<file path="src/rtl/bic_pkg.sv">
package bic_pkg;
  localparam logic [1:0] OP_LOAD  = 2'd0;
  localparam logic [1:0] OP_STORE = 2'd1;
  localparam logic [1:0] OP_REF   = 2'd2;
  localparam logic [1:0] OP_RSVD  = 2'd3;

  localparam logic [1:0] SEL_ADDR  = 2'd0;
  localparam logic [1:0] SEL_INDEX = 2'd1;
  localparam logic [1:0] SEL_BOUND = 2'd2;

  typedef enum logic [2:0] {
    ST_IDLE    = 3'd0,
    ST_REQ     = 3'd1,
    ST_WAIT    = 3'd2,
    ST_REQ_HI  = 3'd3,
    ST_WAIT_HI = 3'd4
  } bic_state_e;
endpackage

</file>
<file path="src/rtl/bic_check.sv">
// Effective address and strict unsigned bound test for one triple.
module bic_check #(
  parameter int W = 32
) (
  input  logic [W-1:0] base,
  input  logic [W-1:0] index,
  input  logic [W-1:0] bound,
  output logic [W-1:0] ea,
  output logic         viol
);
  always_comb begin
    ea   = base + index;
    viol = (index > bound);
  end
endmodule

</file>
<file path="src/rtl/bic_regfile.sv">
// Triple register file: one setup write port, one writeback port for
// base/bound, two access read ports and a peek read port.
module bic_regfile #(
  parameter int W  = 32,
  parameter int N  = 4,
  parameter int IW = 2
) (
  input  logic          clk,
  input  logic          rst_ni,
  input  logic          set_we,
  input  logic [1:0]    set_sel,
  input  logic [IW-1:0] set_idx,
  input  logic [W-1:0]  set_data,
  input  logic          wba_en,
  input  logic          wbb_en,
  input  logic [IW-1:0] wb_idx,
  input  logic [W-1:0]  wb_data,
  input  logic [IW-1:0] ra_idx,
  output logic [W-1:0]  ra_a,
  output logic [W-1:0]  ra_i,
  output logic [W-1:0]  ra_b,
  input  logic [IW-1:0] rb_idx,
  output logic [W-1:0]  rb_a,
  input  logic [IW-1:0] pk_idx,
  output logic [W-1:0]  pk_a,
  output logic [W-1:0]  pk_i,
  output logic [W-1:0]  pk_b
);
  import bic_pkg::*;

  logic [W-1:0] a_q [N];
  logic [W-1:0] i_q [N];
  logic [W-1:0] b_q [N];

  for (genvar g = 0; g < N; g++) begin : g_ent
    logic         a_en, i_en, b_en;
    logic [W-1:0] a_d, b_d;
    logic         hit_set, hit_wb;

    // Writeback from memory wins over a setup write in the same cycle.
    always_comb begin
      hit_set = set_we && (set_idx == IW'(g));
      hit_wb  = (wb_idx == IW'(g));
      a_en    = (hit_wb && wba_en) || (hit_set && set_sel == SEL_ADDR);
      i_en    = hit_set && (set_sel == SEL_INDEX);
      b_en    = (hit_wb && wbb_en) || (hit_set && set_sel == SEL_BOUND);
      a_d     = (hit_wb && wba_en) ? wb_data : set_data;
      b_d     = (hit_wb && wbb_en) ? wb_data : set_data;
    end

    always_ff @(posedge clk or negedge rst_ni) begin
      if (!rst_ni) begin
        a_q[g] <= '0;
        i_q[g] <= '0;
        b_q[g] <= '0;
      end else begin
        if (a_en) a_q[g] <= a_d;
        if (i_en) i_q[g] <= set_data;
        if (b_en) b_q[g] <= b_d;
      end
    end
  end

  always_comb begin
    ra_a = a_q[ra_idx];
    ra_i = i_q[ra_idx];
    ra_b = b_q[ra_idx];
    rb_a = a_q[rb_idx];
    pk_a = a_q[pk_idx];
    pk_i = i_q[pk_idx];
    pk_b = b_q[pk_idx];
  end
endmodule

</file>
<file path="src/rtl/bic_unit.sv">
module bic_unit #(
  parameter  int W  = 32,
  parameter  int N  = 4,
  localparam int IW = (N > 1) ? $clog2(N) : 1
) (
  input  logic          clk,
  input  logic          rst_n,
  input  logic          set_we,
  input  logic [1:0]    set_sel,
  input  logic [IW-1:0] set_idx,
  input  logic [W-1:0]  set_data,
  input  logic [IW-1:0] pk_idx,
  output logic [W-1:0]  pk_addr,
  output logic [W-1:0]  pk_index,
  output logic [W-1:0]  pk_bound,
  input  logic          op_valid,
  input  logic [1:0]    op_kind,
  input  logic [IW-1:0] op_dst,
  input  logic [IW-1:0] op_src,
  output logic          busy,
  output logic          mem_req,
  output logic          mem_we,
  output logic [W-1:0]  mem_addr,
  output logic [W-1:0]  mem_wdata,
  input  logic          mem_rvalid,
  input  logic [W-1:0]  mem_rdata,
  output logic          fault,
  output logic [IW-1:0] fault_idx
);
  import bic_pkg::*;

  // Reset: asserted asynchronously, released after two clock edges.
  logic [1:0] rs_q;
  logic       rst_ni;
  always_ff @(posedge clk or negedge rst_n) begin
    if (!rst_n) rs_q <= '0;
    else        rs_q <= {rs_q[0], 1'b1};
  end
  assign rst_ni = rs_q[1];

  bic_state_e    st_q, st_d;
  logic [W-1:0]  ea_q, ea_d, wd_q, wd_d;
  logic [IW-1:0] dst_q, dst_d, fidx_q, fidx_d;
  logic          we_q, we_d, ref_q, ref_d, flt_q, flt_d;

  logic [IW-1:0] chk_idx;
  logic [W-1:0]  ra_a, ra_i, ra_b, rb_a, ea;
  logic          viol, accept, wba_en, wbb_en;

  // Stores are checked against the destination triple, everything else
  // against the source triple.
  assign chk_idx = (op_kind == OP_STORE) ? op_dst : op_src;
  assign accept  = (st_q == ST_IDLE) && op_valid && (op_kind != OP_RSVD);

  bic_regfile #(.W(W), .N(N), .IW(IW)) u_rf (
    .clk(clk), .rst_ni(rst_ni),
    .set_we(set_we), .set_sel(set_sel), .set_idx(set_idx), .set_data(set_data),
    .wba_en(wba_en), .wbb_en(wbb_en), .wb_idx(dst_q), .wb_data(mem_rdata),
    .ra_idx(chk_idx), .ra_a(ra_a), .ra_i(ra_i), .ra_b(ra_b),
    .rb_idx(op_src), .rb_a(rb_a),
    .pk_idx(pk_idx), .pk_a(pk_addr), .pk_i(pk_index), .pk_b(pk_bound)
  );

  bic_check #(.W(W)) u_chk (
    .base(ra_a), .index(ra_i), .bound(ra_b), .ea(ea), .viol(viol)
  );

  always_comb begin
    st_d   = st_q;
    ea_d   = ea_q;
    wd_d   = wd_q;
    dst_d  = dst_q;
    we_d   = we_q;
    ref_d  = ref_q;
    fidx_d = fidx_q;
    flt_d  = 1'b0;
    wba_en = 1'b0;
    wbb_en = 1'b0;
    unique case (st_q)
      ST_IDLE: begin
        if (accept) begin
          if (viol) begin
            flt_d  = 1'b1;
            fidx_d = chk_idx;
          end else begin
            st_d  = ST_REQ;
            ea_d  = ea;
            wd_d  = rb_a;
            dst_d = op_dst;
            we_d  = (op_kind == OP_STORE);
            ref_d = (op_kind == OP_REF);
          end
        end
      end
      ST_REQ:    st_d = ST_WAIT;
      ST_WAIT: begin
        if (mem_rvalid) begin
          if (we_q) begin
            st_d = ST_IDLE;
          end else begin
            wba_en = 1'b1;
            if (ref_q) begin
              ea_d = ea_q + W'(1);
              st_d = ST_REQ_HI;
            end else begin
              st_d = ST_IDLE;
            end
          end
        end
      end
      ST_REQ_HI: st_d = ST_WAIT_HI;
      ST_WAIT_HI: begin
        if (mem_rvalid) begin
          wbb_en = 1'b1;
          st_d   = ST_IDLE;
        end
      end
      default:   st_d = ST_IDLE;
    endcase
  end

  always_ff @(posedge clk or negedge rst_ni) begin
    if (!rst_ni) begin
      st_q   <= ST_IDLE;
      ea_q   <= '0;
      wd_q   <= '0;
      dst_q  <= '0;
      we_q   <= 1'b0;
      ref_q  <= 1'b0;
      flt_q  <= 1'b0;
      fidx_q <= '0;
    end else begin
      st_q   <= st_d;
      ea_q   <= ea_d;
      wd_q   <= wd_d;
      dst_q  <= dst_d;
      we_q   <= we_d;
      ref_q  <= ref_d;
      flt_q  <= flt_d;
      fidx_q <= fidx_d;
    end
  end

  assign busy      = (st_q != ST_IDLE);
  assign mem_req   = (st_q == ST_REQ) || (st_q == ST_REQ_HI);
  assign mem_we    = mem_req && we_q;
  assign mem_addr  = ea_q;
  assign mem_wdata = wd_q;
  assign fault     = flt_q;
  assign fault_idx = fidx_q;
endmodule

</file>
<file path="config.mk">
export PLATFORM = sky130hd
export DESIGN_NAME = bic_unit
export DESIGN_NICKNAME = d
export VERILOG_FILES = /design/src/rtl/bic_pkg.sv /design/src/rtl/bic_check.sv /design/src/rtl/bic_regfile.sv /design/src/rtl/bic_unit.sv
export SDC_FILE = /design/constraint.sdc
export NUM_CORES = 1
export LEC_CHECK = 0
export CORE_UTILIZATION = 62
export DETAILED_ROUTE_END_ITERATION = 10
export DONT_BUFFER_PORTS = 1
export PLACE_DENSITY_LB_ADDON = 0.08
export SYNTH_ARGS = -nofsm -noshare
export SYNTH_HDL_FRONTEND = slang
export SYNTH_SLANG_ARGS = --single-unit
</file>
<file path="constraint.sdc">
create_clock -name clk -period 16 [get_ports clk]
set_clock_uncertainty 0.1 [all_clocks]
set_input_delay 3.2 -clock clk [delete_from_list [all_inputs] [get_ports clk]]
set_output_delay 3.2 -clock clk [all_outputs]
set_load 0.005 [all_outputs]
</file>
# [Yosys cells after proc, flatten, opt, wreduce, memory -nomap -nowiden]
# Index checks and enable logic that the tools add are counted.
[op_classes] add_sub_neg=2 n_lt_le_gt_ge=4 n_eq_ne=21 mux=51 bitwise_logic=4 reduce_logical=46
[ops] cell="$mux W32" n=27
[ops] cell="$bmux W32 S2" n=7
[ops] cell="$pmux W32 S2" n=1
[ops] cell="$add A32 B1 Y32 const B" n=1
[ops] cell="$add A32 B32 Y32" n=1
[ops] cell="$gt A32 B32 Y1" n=1
[ops] cell="$logic_and A1 B1 Y1" n=27
[ops] cell="$pmux W3 S5" n=1
[ops] cell="$ne A2 B2 Y1 const B" n=7
[ops] cell="$eq A2 B2 Y1 const B" n=6
[ops] cell="$mux W3" n=4
[ops] cell="$ge A3 B3 Y1 const B" n=3
[ops] cell="$logic_or A1 B1 Y1" n=9
[ops] cell="$not A2 Y3" n=3
[ops] cell="$eq A2 B1 Y1 const B" n=4
[ops] cell="$mux W1" n=8
[ops] cell="$eq A3 B2 Y1 const B" n=2
[ops] cell="$logic_not A2 Y1" n=3
[ops] cell="$mux W2" n=3
[ops] cell="$reduce_and A3 Y1" n=2
[ops] cell="$reduce_and A6 Y1" n=1
[ops] cell="$reduce_and A4 Y1" n=1
[ops] cell="$eq A3 B1 Y1 const B" n=1
[ops] cell="$eq A3 B3 Y1 const B" n=1
[ops] cell="other kinds (4)" n=4
[word_totals] reg_bits=460 inputBits=81 out_inout_bits=166 elab_cells=149

# [Longest topological paths before layout]
[logic_depth] ltp_word=10 mapped_depth=17 depth_no_buf=14

# [Cells and area by module]
# From an unflattened synthesis, not the netlist that was laid out.
[unflattened] cells_unflattened=2869 area_unflattened_um2=28972.8
[by_module_without_submodules] mod="bic_regfile" n_inst=1 cells_per_inst=2079 area_each_um2=22681.8 seq_area_each_um2=9609.2
[by_module_without_submodules] mod="bic_unit" n_inst=1 cells_per_inst=447 area_each_um2=3841.2 seq_area_each_um2=1901.8
[by_module_without_submodules] mod="bic_check" n_inst=1 cells_per_inst=343 area_each_um2=2449.8 seq_area_each_um2=0.0

# [Worst setup path after synthesis]
# No wires, ideal clock.
[synth_path] path_kind="input port to output port" from="in pk_idx[0]" to="out pk_addr[0]" arrival_ns=4.756 t_required_ns=12.700 slack_ns=7.944 stages=4 n_path_buf=3 cell_sequence="clkbuf_1 -> buf_2 -> buf_1 -> mux4_2"
[synth_via] elab_chain_len=4
[synth_rtl] item="start: declaration" line="bic_unit.sv:12" source="input logic [IW-1:0] pk_idx,"
[synth_rtl] item="$not A2 Y3 (not written as such)" line="bic_regfile.sv:69" source="pk_a = a_q[pk_idx];"
[synth_rtl] item="$bmux W32 S2" line="bic_regfile.sv:69"
[synth_rtl] item="$mux W32 (not written as such) (2 in series)" line="bic_regfile.sv:69"
[synth_rtl] item="end: declaration" line="bic_unit.sv:13" source="output logic [W-1:0] pk_addr,"
# Every way passes these cells. The select of a mux whose other input is x is not followed.

# [Worst setup path in the final report]
[layout_path] from="in op_kind[1]" to="reg ea_q[16] (netlist: mem_addr[16])"
[layout_via] elab_chain_len=10 word_cells_on_any_way=22 classes_between="1 x add/sub; 1 x order compare; 4 x eq/ne; 13 x mux; 1 x bitwise; 2 x reduce/logical"
[layout_rtl] item="start: declaration" line="bic_unit.sv:17" source="input logic [1:0] op_kind,"
[layout_rtl] item="$eq A2 B1 Y1" line="bic_unit.sv:52" source="assign chk_idx = (op_kind == OP_STORE) ? op_dst : op_src;"
[layout_rtl] item="$mux W2" line="bic_unit.sv:52"
[layout_rtl] item="$not A2 Y3 (not written as such)" line="bic_regfile.sv:65, bic_regfile.sv:66, bic_regfile.sv:67"
[layout_rtl] item="$bmux W32 S2, on equally long branches" line="bic_regfile.sv:65, bic_regfile.sv:66"
[layout_rtl] item="$mux W32, on equally long branches (2 in series)" line="bic_regfile.sv:65, bic_regfile.sv:66"
[layout_rtl] item="$add A32 B32 Y32" line="bic_check.sv:12" source="ea = base + index;"
[layout_rtl] item="$mux W32" line="bic_unit.sv:82" source="if (viol) begin"
[layout_rtl] item="$mux W32" line="bic_unit.sv:81" source="if (accept) begin"
[layout_rtl] item="$pmux W32 S2" line="bic_unit.sv:79" source="unique case (st_q)"
[layout_rtl] item="end signal: assignment" line="bic_unit.sv:125" source="ea_q <= '0;"
[layout_rtl] item="end signal: assignment" line="bic_unit.sv:134" source="ea_q <= ea_d;"
[layout_rtl] item="end: declaration" line="bic_unit.sv:42" source="logic [W-1:0] ea_q, ea_d, wd_q, wd_d;"
# Several ways; a longest one is shown, not always the timed one. The select of a mux whose other input is x is not followed.
# A chain may end at the register's enable or synchronous reset.

==> results.py <==
metrics = {
    "synth": {
        "synthDistinctLibCells": 74,
        "synth-edff-count": 0,
        "netlist_area_mm2": 0.0282,
        "syn_nets": 2624,
        "async_flop_share_pct": 100,
        "netlist_instances": 2478,
        "yosys_most_used_dff": "dfrtp_1",
        "avgSynthCellArea_um2": 11.4,
        "yosysWarnings": 0,
        "ys_seq_area_share_pct": 40.8,
        "ys_ff_latch": 460,
    },
    "sta": {
        "finalCritPeriodShare_pct": 52.7,
        "drv_slew": 0,
        "period_needed_ps": 8430,
        "fmax_mhz": 119,
        "finalWorstSetupSlack_ps": 7570,
        "maxSlewHeadroom_pct": 22.0,
        "worst_slew_pin_slew_ps": 1170,
        "rsz0062_at_grt": "false",
        "hold_violations": 0,
        "setup_viol": 0,
        "finalSetupTns_ps": 0,
    },
    "setup_path": {
        "worstSetupPathType": "in -> reg",
        "end_kind": "flip-flop",
        "cp-start-kind": "input port",
        "r2r_slack_ps": 11530,
        "required_ps": 16400,
        "r2r-start": "u_rf.i_q[125]$_DFFE_PN0P_",
        "worst-path-max-fanout": 57,
        "arrival_ps": 8830,
        "reg2reg_to": "mem_addr[24]$_DFFE_PN0P_",
        "reg2regPathDepth": 10,
    },
    "global_route": {
        "grt_pass1_wl_mm": 134,
        "grtUsageTotal_pct": 38.4,
        "grt_overflow": 0,
        "antenna_found_initial": 0,
        "grt_pass1_vias": 20979,
        "grt_max_degree": 193,
    },
    "floorplanning": {
        "chipWidth_um": 215,
        "ios": 247,
        "die_area_mm2": 0.0463,
        "rows": 77,
        "start_util_pct": 63.3,
        "die_y_um": 215,
        "fp.coreArea_mm2": 0.0445,
    },
    "placed_design": {
        "gp_congestion": 1.00,
        "dp_slack_ps": 6980,
        "placed_cells": 2862,
        "dp_hpwl_mm": 55.7,
        "port_buffers": 0,
    },
    "clocking": {
        "cts_tree": "done",
        "clock-sinks": 460,
        "cts_buffer_depth": 3,
        "cts.repair_timing.setup_buffer_count": 0,
        "cts_made_buffers": 50,
        "clock_latency_ps": 620,
        "holdBufCountCts": 0,
        "path_clk_slew_ps": 60,
        "post_cts_resized": 0,
        "root_buffer": "clkbuf_16",
        "htree_levels": 2,
    },
    "finish": {
        "area_delta_synth_final_pct": 6.12,
        "n_fill_cell": 3405,
        "drive_above_1_share_pct": 21.7,
        "nets": 2468,
        "mostFrequentLayoutCells": "459 x dfrtp_1, 307 x a21oi_1, 265 x nor2_1",
        "diodes": 0,
        "finalNonFillerCells": 2954,
        "mostFrequentLayoutCell": "dfrtp_1",
    },
    "pwr": {
        "power_density_mw_per_mm2": 198,
        "irDropWorstVdd_mv": 0.102,
        "cellLeakagePower_uw": 0.0128,
    },
    "drt": {
        "drt_wl_total_mm": 87.8,
        "firstDrtPassIters": 6,
        "ant_nets": 0,
        "drt_iter0_drc": 2285,
        "via_count": 21009,
        "wire_per_inst_um": 29.7,
        "drc": 0,
        "drt-vias-per-instance": 7.11,
    },
    "min_path": {
        "min-delay-start": "rs_q[0]$_DFF_PN0_",
        "hp-class": "reg -> reg",
        "hold_end": "rs_q[1]$_DFF_PN0_",
        "min_delay_path_depth": 0,
    },
    "outcome": {
        "status": "finished, final reports clean",
    },
    "run": {
        "drv_cap": 0,
    },
}
## Yosys cell counts, types with 9 or more instances
library cell  count  share of area, %
ha_1             64               2.8
mux2_2          147               5.9
nand3_1          31              0.55
mux4_2          224                18
nand2_1         106               1.4
buf_1            22              0.29
clkbuf_1        159               2.1
clkbuf_2         30              0.53
mux2i_1         259               9.2
dfrtp_1         460                41
xnor2_1          18              0.56
nor3_1           19              0.34
a31oi_1          15              0.33
a21o_1           18              0.48
a21oi_1         307               5.5
inv_1            43              0.57
o21ai_0          82               1.5
buf_2            16              0.28
nor2b_1           9              0.20
nor2_1          271               3.6
mux2_4           10              0.53
and3_1           15              0.33
nand4_1          16              0.36
## registers in the layout, indices dropped and copies added (netlist names), 2 cells and up
signal	cells
u_rf.a_q	128
u_rf.b_q	128
u_rf.i_q	128
mem_addr	32
mem_wdata	32
st_q	3
dst_q	2
fault_idx	2
rs_q	2
## report_power, final
group | switching (uW) | internal [uW] | total [uW]
registers | 492 | 1670 | 2160
clock network | 502 | 678 | 1180
logic | 1360 | 1210 | 2570
total | 2350 | 3560 | 5920
## critical path, stage by stage
cell and delay (ps):
and2b_1 330, mux2i_4 280, buf_4 430, buf_4 680, mux4_2 610, ha_1 330
a21oi_1 170, o21ai_1 130, a221o_1 360, o31a_1 300, or3_1 330, a21o_1 360
inv_2 760, o21ai_0 210, a22o_1 280
## layer usage
| metal | wire length (um) | global-route usage, % | up-vias |
|---|---|---|---|
| met5 | 0 | 0 | - |
| met4 | 4280 | 17.8 | 0 |
| met3 | 8450 | 9.30 | 242 |
| met2 | 41800 | 61.0 | 1175 |
| met1 | 33300 | 50.2 | 10734 |
| li1 | - | - | 8858 |
## area by class of cell
class / count / area [um2] / area share [%]
flip-flops and latches: 460 / 11500 / 38.5
clock buffers: 75 / 1460 / 4.87
well taps: 592 / 741 / 2.48
inverters: 44 / 165 / 0.552
repair buffers: 27 / 215 / 0.719
clock inverters: 17 / 181 / 0.607
multi-input cells: 1739 / 15600 / 52.3
## how the worst max path moves through the flow
stage	slack, ps	from	cells past startpoint	end
5_1_grt	7150	op_kind[1]	15	mem_addr[16]$_DFFE_PN0P_
3_5_place_dp	6980	op_kind[1]	15	mem_addr[16]$_DFFE_PN0P_
6_report	7570	op_kind[1]	15	mem_addr[16]$_DFFE_PN0P_
3_3_place_gp	7060	op_kind[1]	15	mem_addr[16]$_DFFE_PN0P_
4_1_cts	7610	op_kind[1]	15	mem_addr[16]$_DFFE_PN0P_
2_1_floorplan	2130	rs_q[1]$_DFF_PN0_	0	dst_q[0]$_DFFE_PN0P_
## per-stage QoR
stage	power, uW	utilization, %	hold slack, ps	cell area [um2]
4_1_cts	5870	67.2	252	29900
2_1_floorplan	3950	-	231	28200
3_3_place_gp	4580	63.5	235	28300
5_1_grt	6220	67.2	254	29900
6_report	5920	67.2	250	29900
3_5_place_dp	4680	63.5	239	28300
## logic make-up (layout without fill, tap and decap cells)
family / after synthesis / in the layout / synth area share (%)
AND/OR/NAND/NOR: 513 / 513 / 7.96
AO/OA/AOI/OAI: 488 / 488 / 9.60
other: 1 / 1 / 0.0133
flip-flops: 460 / 460 / 40.8
adder cells (fa/ha/maj): 65 / 65 / 2.91
multiplexers: 647 / 647 / 33.8
XOR/XNOR: 25 / 25 / 0.777
buffers and inverters: 279 / 163 / 4.11
Power figures use the tool's default switching activity.
